**config.mk**
```make
export PLATFORM = sky130hd
export DESIGN_NAME = hbus_slave
export DESIGN_NICKNAME = d
export VERILOG_FILES = /design/src/rtl/hbus_pkg.sv /design/src/rtl/hbus_sync.sv /design/src/rtl/hbus_addr_latch.sv /design/src/rtl/hbus_ctrl.sv /design/src/rtl/hbus_slave.sv
export SDC_FILE = /design/constraint.sdc
export NUM_CORES = 1
export LEC_CHECK = 0
export BUFFER_PORTS_ARGS = -buffer_cell sky130_fd_sc_hd__buf_2
export CORE_MARGIN = 1.5
export CORE_UTILIZATION = 56
export DETAILED_ROUTE_END_ITERATION = 6
export PLACE_DENSITY = 0.89
export SLEW_MARGIN = 0
export SYNTH_ARGS = -nofsm -noshare
export SYNTH_HDL_FRONTEND = slang
export SYNTH_SLANG_ARGS = --single-unit
```
**constraint.sdc**
```tcl
create_clock -name clk -period 2.6 [get_ports clk]
set_input_delay 0.26 -clock clk [delete_from_list [all_inputs] [get_ports clk]]
set_output_delay 0.26 -clock clk [all_outputs]
set_load 0.01 [all_outputs]
```
**src/rtl/hbus_pkg.sv**
```systemverilog
// Package: shared types for the host bus slave.
// Assumes an 8-bit data path; widths are carried as parameters elsewhere.
package hbus_pkg;

    // Selects where the register address is taken from.
    typedef enum logic {
        ADDR_SHARED = 1'b0,
        ADDR_DEDICATED = 1'b1
    } addr_src_e;

    // Selects the strobe protocol on the bus.
    typedef enum logic {
        STB_INTEL = 1'b0,
        STB_MOTO = 1'b1
    } strobe_style_e;

    // Synchronized control lines, packed for one synchronizer instance.
    typedef struct packed {
        logic cs_n;
        logic ale;
        logic rd_n;
        logic wr_n;
        logic ds_n;
        logic rw;
    } bus_ctl_t;

    localparam int CTL_W = $bits(bus_ctl_t);

    // Idle level of each control line, used as the synchronizer reset value.
    localparam bus_ctl_t CTL_IDLE = '{cs_n: 1'b1, ale: 1'b0, rd_n: 1'b1,
                                      wr_n: 1'b1, ds_n: 1'b1, rw: 1'b1};

endpackage

```
**src/rtl/hbus_sync.sv**
```systemverilog
// Module: hbus_sync
// Multi-stage flop synchronizer for a vector of asynchronous inputs.
// Assumes multi-bit buses are stable around the control edges that use them,
// so bit skew between the bits of a bus is harmless.
module hbus_sync #(
    parameter int W = 1,
    parameter int STAGES = 2,
    parameter logic [W-1:0] RST_VAL = '0
) (
    input  logic         clk,
    input  logic         rst_n,
    input  logic [W-1:0] d,
    output logic [W-1:0] q
);

    logic [W-1:0] stg [STAGES];

    generate
        for (genvar i = 0; i < STAGES; i++) begin : g_stage
            if (i == 0) begin : g_first
                // Purpose: first capture of the asynchronous input.
                always_ff @(posedge clk) begin
                    if (!rst_n) stg[0] <= RST_VAL;
                    else        stg[0] <= d;
                end
            end else begin : g_next
                // Purpose: further settling stage.
                always_ff @(posedge clk) begin
                    if (!rst_n) stg[i] <= RST_VAL;
                    else        stg[i] <= stg[i-1];
                end
            end
        end
    endgenerate

    assign q = stg[STAGES-1];

endmodule

```
**src/rtl/hbus_addr_latch.sv**
```systemverilog
// Module: hbus_addr_latch
// Detects the falling edge of the synchronized address-latch-enable and
// captures the register address from the shared or the dedicated bus.
// Assumes the selected bus holds the address for a cycle after the fall.
module hbus_addr_latch
    import hbus_pkg::*;
#(
    parameter int AW = 8
) (
    input  logic          clk,
    input  logic          rst_n,
    input  addr_src_e     src,
    input  logic          ale_s,
    input  logic [AW-1:0] shared_s,
    input  logic [AW-1:0] dedicated_s,
    output logic [AW-1:0] addr_q
);

    logic ale_p;
    logic ale_fall;
    logic [AW-1:0] addr_sel;

    // Purpose: remember the previous synchronized ALE level.
    always_ff @(posedge clk) begin
        if (!rst_n) ale_p <= 1'b0;
        else        ale_p <= ale_s;
    end

    assign ale_fall = ale_p & ~ale_s;

    // Purpose: pick the address source for the current mode.
    always_comb begin
        if (src == ADDR_DEDICATED) addr_sel = dedicated_s;
        else                       addr_sel = shared_s;
    end

    // Purpose: capture the address on the ALE falling edge.
    always_ff @(posedge clk) begin
        if (!rst_n)        addr_q <= '0;
        else if (ale_fall) addr_q <= addr_sel;
    end

    // the address only moves after an ALE fall.
    p_addr_hold_r2: assert property (@(posedge clk) disable iff (!rst_n)
        !ale_fall |=> $stable(addr_q));

endmodule

```
**src/rtl/hbus_ctrl.sv**
```systemverilog
// Module: hbus_ctrl
// Decodes the synchronized strobes for the selected style. It opens and
// closes read windows, drives read data, and commits writes on the rising
// strobe edge. Assumes the direction line is stable across a strobe window.
module hbus_ctrl
    import hbus_pkg::*;
#(
    parameter int DW = 8
) (
    input  logic          clk,
    input  logic          rst_n,
    input  strobe_style_e style,
    input  logic          cs_n_s,
    input  logic          rd_n_s,
    input  logic          wr_n_s,
    input  logic          ds_n_s,
    input  logic          rw_s,
    input  logic [DW-1:0] data_s,
    input  logic [DW-1:0] rdata,
    output logic [DW-1:0] bus_out,
    output logic          bus_oe,
    output logic          rd_pulse,
    output logic          wr_pulse,
    output logic [DW-1:0] wdata
);

    logic rd_low, rd_dir, rd_active, rd_win;
    logic wr_low, wr_dir, wr_armed, wr_armed_p, commit;
    logic [DW-1:0] data_p;

    // Purpose: read strobe level and direction for the selected style.
    always_comb begin
        if (style == STB_MOTO) begin
            rd_low = ~ds_n_s;
            rd_dir = rw_s;
            wr_low = ~ds_n_s;
            wr_dir = ~rw_s;
        end else begin
            rd_low = ~rd_n_s;
            rd_dir = 1'b1;
            wr_low = ~wr_n_s;
            wr_dir = 1'b1;
        end
    end

    assign rd_active = ~cs_n_s & rd_low & rd_dir;
    assign wr_armed  = ~cs_n_s & wr_low & wr_dir;
    assign commit    = wr_armed_p & ~wr_low;

    // Purpose: track the read window and issue a single read pulse.
    always_ff @(posedge clk) begin
        if (!rst_n) begin
            rd_win   <= 1'b0;
            rd_pulse <= 1'b0;
        end else begin
            rd_win   <= rd_active;
            rd_pulse <= rd_active & ~rd_win;
        end
    end

    // Purpose: capture read data after the pulse and drive while open.
    always_ff @(posedge clk) begin
        if (!rst_n) begin
            bus_out <= '0;
            bus_oe  <= 1'b0;
        end else begin
            bus_oe <= rd_active & rd_win;
            if (rd_pulse) bus_out <= rdata;
        end
    end

    // Purpose: hold last-cycle write qualification and bus data.
    always_ff @(posedge clk) begin
        if (!rst_n) begin
            wr_armed_p <= 1'b0;
            data_p     <= '0;
        end else begin
            wr_armed_p <= wr_armed;
            data_p     <= data_s;
        end
    end

    // Purpose: commit a write on the rising strobe edge.
    always_ff @(posedge clk) begin
        if (!rst_n) begin
            wr_pulse <= 1'b0;
            wdata    <= '0;
        end else begin
            wr_pulse <= commit;
            if (commit) wdata <= data_p;
        end
    end

    // the read strobe is never longer than one cycle.
    p_rd_pulse_r6: assert property (@(posedge clk) disable iff (!rst_n)
        rd_pulse |=> !rd_pulse);

    // the write strobe is never longer than one cycle.
    p_wr_pulse_r7: assert property (@(posedge clk) disable iff (!rst_n)
        wr_pulse |=> !wr_pulse);

    // the bus is driven only inside an open read window.
    p_oe_in_window_r4: assert property (@(posedge clk) disable iff (!rst_n)
        bus_oe |-> rd_win);

    // once the read condition is gone, the drivers release next cycle.
    p_release_r5: assert property (@(posedge clk) disable iff (!rst_n)
        !rd_active |=> !bus_oe);

endmodule

```
**src/rtl/hbus_slave.sv**
```systemverilog
// Module: hbus_slave (top)
// 8-bit microprocessor bus slave with selectable address mode and strobe
// style. It synchronizes all bus inputs and presents single-cycle register
// strobes. Assumes reg_rdata answers reg_addr combinationally.
module hbus_slave
    import hbus_pkg::*;
#(
    parameter int AW = 8,
    parameter int DW = 8,
    parameter int SYNC_STAGES = 2
) (
    input  logic          clk,
    input  logic          rst_n,
    input  logic          mode_sep,
    input  logic          mode_moto,
    input  logic          cs_n,
    input  logic          ale,
    input  logic          rd_n,
    input  logic          wr_n,
    input  logic          ds_n,
    input  logic          rw,
    input  logic [DW-1:0] ad_in,
    input  logic [AW-1:0] addr_in,
    output logic [DW-1:0] ad_out,
    output logic          ad_oe,
    output logic [AW-1:0] reg_addr,
    output logic          reg_rd,
    input  logic [DW-1:0] reg_rdata,
    output logic          reg_wr,
    output logic [DW-1:0] reg_wdata
);

    localparam int BUS_W = DW + AW;

    bus_ctl_t ctl_raw, ctl_s;
    logic [BUS_W-1:0] bus_raw, bus_s;
    addr_src_e src;
    strobe_style_e style;

    assign ctl_raw = '{cs_n: cs_n, ale: ale, rd_n: rd_n, wr_n: wr_n,
                       ds_n: ds_n, rw: rw};
    assign bus_raw = {addr_in, ad_in};
    assign src     = addr_src_e'(mode_sep);
    assign style   = strobe_style_e'(mode_moto);

    hbus_sync #(.W(CTL_W), .STAGES(SYNC_STAGES), .RST_VAL(CTL_IDLE)) u_ctl_sync (
        .clk(clk), .rst_n(rst_n), .d(ctl_raw), .q(ctl_s)
    );

    hbus_sync #(.W(BUS_W), .STAGES(SYNC_STAGES), .RST_VAL('0)) u_bus_sync (
        .clk(clk), .rst_n(rst_n), .d(bus_raw), .q(bus_s)
    );

    hbus_addr_latch #(.AW(AW)) u_addr (
        .clk(clk), .rst_n(rst_n), .src(src), .ale_s(ctl_s.ale),
        .shared_s(bus_s[AW-1:0]), .dedicated_s(bus_s[BUS_W-1:DW]),
        .addr_q(reg_addr)
    );

    hbus_ctrl #(.DW(DW)) u_ctrl (
        .clk(clk), .rst_n(rst_n), .style(style),
        .cs_n_s(ctl_s.cs_n), .rd_n_s(ctl_s.rd_n), .wr_n_s(ctl_s.wr_n),
        .ds_n_s(ctl_s.ds_n), .rw_s(ctl_s.rw), .data_s(bus_s[DW-1:0]),
        .rdata(reg_rdata), .bus_out(ad_out), .bus_oe(ad_oe),
        .rd_pulse(reg_rd), .wr_pulse(reg_wr), .wdata(reg_wdata)
    );

endmodule

```
==> flow_summary.toml, run 1 <==
[status]
status = "finished, final reports clean"

[sta]
setup_viol = 0
fin_crit_ns = 1.46
timing.final.ws_setup_ns = 1.14
skew_ns = 0.00997
relSlewSlack = 0.371
drv_slew = 0
worstMarginPinSlew_ns = 0.941
rsz0062_at_grt = "false"
finalHoldViolCount = 0
max_freq_mhz = 686
holdWs_ns = 0.0917
finalSetupTns_ns = 0
fin_crit_sh = 0.560

[floorplan]
fp.dieW_um = 71.0
core_area_mm2 = 0.00441
die_height_um = 71.0
die_area_mm2 = 0.00504
rows = 24
io_pins = 61
initial_utilization = 0.587

[worst_setup_path]
slowest_stage = "nor2b_1"
critPathMaxStageDelay_ns = 0.74
crit_fanout = 16
cp-endpoint = "u_addr.addr_q[5]"
crit_chain = "nor2b_1 > nand2_1 > o211a_1"
worstPathArrival_ns = 1.70
regToRegEndpoint = "u_addr.addr_q[5]"
cp-end-kind = "flop"
startpoint = "u_addr.ale_p"
cp_num_cells = 3
path_class = "flop to flop"
critPathTopFamily = "simple AND/OR/NAND/NOR gates"
reg2regPathDepth = 3
critPathRequiredTime_ns = 2.84
cp-start-kind = "flop"
reg2reg_slack_ns = 1.14
reg2reg_from = "u_addr.ale_p"
crit_buf_inv = 0

[cts]
cts_resized = 0
cts.clk_slew.worst_paths_ns = 0.08
cts_setup_buffers = 0
cts_buffers = 9
cts.sinks = 82
cts_tree = "yes"
cts_buffer_depth = 2
cts-root-buf = "clkbuf_8"
clk_latency_ns = 0.34
postCtsHoldBufs = 0
htreeDepth = 3

[placement]
io_buffers = 60
place_congestion = 0.701
dp_hpwl_um = 2500
pre_cts_ws_ns = 1.18

[route]
vias_per_cell = 4.58
drt-total-wl_um = 3770
wl_per_cell_um = 11.0
ant_nets = 0
vias = 1576
firstDrtPassIters = 4
drt_iter0_drc = 51
remaining_drc_errors = 0

[worst_hold_path]
min_path_type = "primary input to flop"
hp-start = "rd_n"

[final_layout]
register_area_mm2 = 0.00164
fin_nets = 321
layout_common_cells = "dfxtp_1, buf_2, and2_1"
drive_gt1_frac = 0.277
num-fill-cells = 336
layout_commonest_cell = "dfxtp_1"
multi_input_area_um2 = 878
area_delta_synth_final_pct = 19.5
diodes = 0

[synth]
yosysSeqAreaShare = 0.634
synth_seq_cells = 82
synth_nets = 261
synth_area_per_cell_um2 = 11.4
syn-cell-area_mm2 = 0.00259
yosys_warnings = 0
synth_cells = 227
synth.distinct_cells = 17

[grt]
grt_usage = 0.163
grt_overflow_total = 0
grt_max_degree = 42
grt_pass1_wl_um = 6180
grt_pass1_vias = 1444
antenna_found_initial = 0

[job]
drv_cap = 0

[power]
cellPowerDensity_mw_per_mm2 = 720
p_leak_nw = 1.43
ir_drop_mv = 0.586
report_power, final:
group | internal (mW) | switching [mW]
Combinational | 0.0519 | 0.0423
Clock | 0.400 | 0.428
Sequential | 1.30 | 0.0128
cells in the mapped netlist:
library cell | count | share of area
buf_2 | 4 | 0.0077
nor2b_1 | 11 | 0.027
nor2_1 | 3 | 0.0043
mux2i_1 | 25 | 0.097
buf_4 | 1 | 0.0029
a21oi_1 | 1 | 0.0019
and2_1 | 45 | 0.11
a21oi_2 | 1 | 0.0034
clkbuf_2 | 1 | 0.0019
buf_6 | 1 | 0.0043
o211a_1 | 8 | 0.031
nand2b_1 | 11 | 0.027
nand2_1 | 24 | 0.035
dfxtp_1 | 82 | 0.63
clkbuf_1 | 7 | 0.010
or2_2 | 1 | 0.0024
nand3b_1 | 1 | 0.0029
per-stage QoR:
step	utilization	total power [mW]	cell area [um2]	cells
5_1_grt	0.701	2.32	3100	344
3_5_place_dp	0.659	1.43	2910	328
6_report	0.701	2.23	3100	344
3_3_place_gp	0.659	1.43	2910	328
2_1_floorplan	-	1.39	2590	227
4_1_cts	0.701	2.26	3100	344
logic make-up (layout without fill, tap and decap cells):
logic type             count (synthesis)  in the layout  share of synthesized area
AOI/OAI and AO/OA                     10             10                     0.0362
and+or+nand+nor                       96             96                      0.206
muxes                                 25             25                     0.0966
buffers and inverters                 14             79                     0.0271
DFF                                   82             82                      0.634
sequential cells by signal (all words and copies together), names as in the netlist:
signal             count
u_bus_sync.stg        32
u_ctrl.wr_pulse        1
u_ctrl.wr_armed_p      1
u_ctrl.rd_win          1
u_ctrl.bus_oe          1
u_ctrl.bus_out         8
u_addr.addr_q          8
u_ctrl.data_p          8
u_ctrl.wdata           8
u_addr.ale_p           1
u_ctl_sync.stg        12
u_ctrl.rd_pulse        1
cell type report:
cell class,count,share of cell area
well taps,52,0.0210
clock buffers,11,0.0489
clock inverters,5,0.0117
multi-input cells,131,0.284
repair buffers,63,0.104
flip-flops and latches,82,0.530
per-layer routing:
metal / vias to the layer above / share of wire / track usage
met5: - / 0 / 0
met4: 0 / 0.016 / 0.101
met3: 7 / 0.062 / 0.0556
met2: 54 / 0.48 / 0.266
met1: 680 / 0.44 / 0.183
li1: 835 / - / -
how the worst min path moves through the flow:
stage	endpoint	cells past startpoint
after detailed placement	u_ctl_sync.stg[1][0]	1
after floorplan	u_ctl_sync.stg[0][0]	1
after global placement	u_ctl_sync.stg[1][0]	1
after CTS	u_ctl_sync.stg[0][3]	2
final	u_ctl_sync.stg[0][3]	2
after global routing	u_ctl_sync.stg[0][3]	2
Power figures use the tool's default switching activity.
==> run 2, diff against run 1 <==
--- a/config.mk
+++ b/config.mk
@@ -7,9 +7,9 @@
 export LEC_CHECK = 0
 export BUFFER_PORTS_ARGS = -buffer_cell sky130_fd_sc_hd__buf_2
 export CORE_MARGIN = 1.5
-export CORE_UTILIZATION = 56
+export CORE_UTILIZATION = 52
 export DETAILED_ROUTE_END_ITERATION = 6
-export PLACE_DENSITY = 0.89
+export PLACE_DENSITY = 0.84
 export SLEW_MARGIN = 0
 export SYNTH_ARGS = -nofsm -noshare
 export SYNTH_HDL_FRONTEND = slang
==> constraint.sdc (replaced) <==
create_clock -name clk -period 1.5 [get_ports clk]
set_input_delay 0.15 -clock clk [delete_from_list [all_inputs] [get_ports clk]]
set_output_delay 0.15 -clock clk [all_outputs]
set_load 0.01 [all_outputs]
==> run 2 against run 1 <==
Combinational power up 100%. Largest cell class unchanged. Power up 88%. Setup slack worse by 0.95 ns. Routed wire length up 0.45%. Highest routed layer unchanged. Global-route usage down 0.68 points. Design area up 6.3%. Hold slack worse by 0.084 ns. Critical endpoint is now reg_rd. Sequential cell count unchanged. Die area up 7.4%. Largest power group unchanged. Critical path depth down 2. First-iteration DRC count down 39%. Non-clock buffer count up 13.
==> flow_summary.toml, run 2 (same netlist as run 1, synthesis figures left out) <==
[cts]
cts_buffers = 9
cts_resized = 0
clk_latency_ns = 0.34
postCtsHoldBufs = 11
cts.sinks = 82
cts_tree = "yes"
htreeDepth = 3
cts_buffer_depth = 2
cts-root-buf = "clkbuf_8"
cts_setup_buffers = 0
cts.clk_slew.worst_paths_ns = 0.08

[route]
drt-total-wl_um = 3790
drt_iter0_drc = 31
vias = 1632
firstDrtPassIters = 4
remaining_drc_errors = 0
vias_per_cell = 4.39
ant_nets = 0
wl_per_cell_um = 10.2

[final_layout]
num-fill-cells = 367
layout_commonest_cell = "dfxtp_1"
area_delta_synth_final_pct = 27.1
drive_gt1_frac = 0.272
fin_nets = 334
largest_reg_flops = 32
register_area_mm2 = 0.00164
layout_common_cells = "dfxtp_1, buf_2, and2_1"
diodes = 0
reg_top3 = "u_bus_sync.stg: 32 flops, u_ctl_sync.stg: 12 flops"
multi_input_area_um2 = 878
largest_register = "u_bus_sync.stg"

[sta]
finalHoldViolCount = 0
skew_ns = 0.00579
rsz0062_at_grt = "false"
timing.final.ws_setup_ns = 0.192
max_freq_mhz = 764
worstMarginPinSlew_ns = 0.440
fin_crit_sh = 0.872
setup_viol = 0
drv_slew = 0
finalSetupTns_ns = 0
fin_crit_ns = 1.31
relSlewSlack = 0.706

[grt]
grt_pass1_wl_um = 6240
grt_pass1_vias = 1498
antenna_found_initial = 0
grt_overflow_total = 0
grt_usage = 0.156
grt_max_degree = 34

[floorplan]
io_pins = 61
fp.dieW_um = 73.6
initial_utilization = 0.545
die_height_um = 73.6
rows = 25
core_area_mm2 = 0.00475
die_area_mm2 = 0.00541

[placement]
place_congestion = 0.693
dp_hpwl_um = 2510
pre_cts_ws_ns = 0.450
io_buffers = 60

[worst_setup_path]
critPathRequiredTime_ns = 1.35
critPathMaxStageDelay_ns = 0.60
slowest_stage = "dfxtp_1"
crit_buf_inv = 1
crit_chain = "buf_2"
crit_fanout = 9
worstPathArrival_ns = 1.16
cp-end-kind = "primary output"
critPathTopFamily = "flip-flops"
cp-start-kind = "flop"
path_class = "flop to primary output"

[job]
drv_cap = 0

[power]
cellPowerDensity_mw_per_mm2 = 1270
ir_drop_mv = 0.781
p_leak_nw = 1.52

[worst_hold_path]
min_path_type = "primary input to flop"

[status]
status = "finished, final reports clean"
run 2: final cells by class:
class,instances,share of cell area
sequential,82,0.499
multi-input combinational,131,0.267
timing repair buffer,76,0.140
clock buffer,10,0.0418
clock inverter,6,0.0274
tap,67,0.0255
run 2: metal layers:
| metal | GRT usage | vias to the layer above | part of all wire |
|---|---|---|---|
| li1 | - | 864 | - |
| met1 | 0.180 | 701 | 0.45 |
| met2 | 0.244 | 56 | 0.44 |
| met3 | 0.0535 | 11 | 0.074 |
| met4 | 0.105 | 0 | 0.031 |
| met5 | 0 | - | 0 |
run 2: final timing paths:
kind                        startpoint                    to  slack (ns)  depth (start not counted)
setup / recovery       u_ctrl.rd_pulse                reg_rd        0.19                          1
hold / removal              addr_in[0]  u_bus_sync.stg[0][8]       0.007                          2
setup reg to reg  u_ctl_sync.stg[1][1]       u_ctrl.wdata[3]        0.44                          4
hold reg to reg   u_ctl_sync.stg[0][1]  u_ctl_sync.stg[1][1]        0.41                          1
run 2: through the flow:
| step | instances | hold slack, ns | power, mW | utilization | cell area (um2) |
|---|---|---|---|---|---|
| detailed placement | 345 | 0.337 | 2.49 | 0.621 | 2950 |
| CTS | 372 | 0.00106 | 4.23 | 0.692 | 3290 |
| finish | 372 | 0.00749 | 4.19 | 0.692 | 3290 |
| global placement | 345 | 0.336 | 2.48 | 0.621 | 2950 |
| floorplan | 227 | 0.251 | 2.41 | - | 2590 |
| global route | 372 | 0.00717 | 4.35 | 0.692 | 3290 |
run 2: power breakdown:
part	internal (mW)	switching, mW	total, mW
logic	0.114	0.0774	0.192
registers	2.24	0.0204	2.27
clock network	0.984	0.749	1.73
total	3.34	0.846	4.19
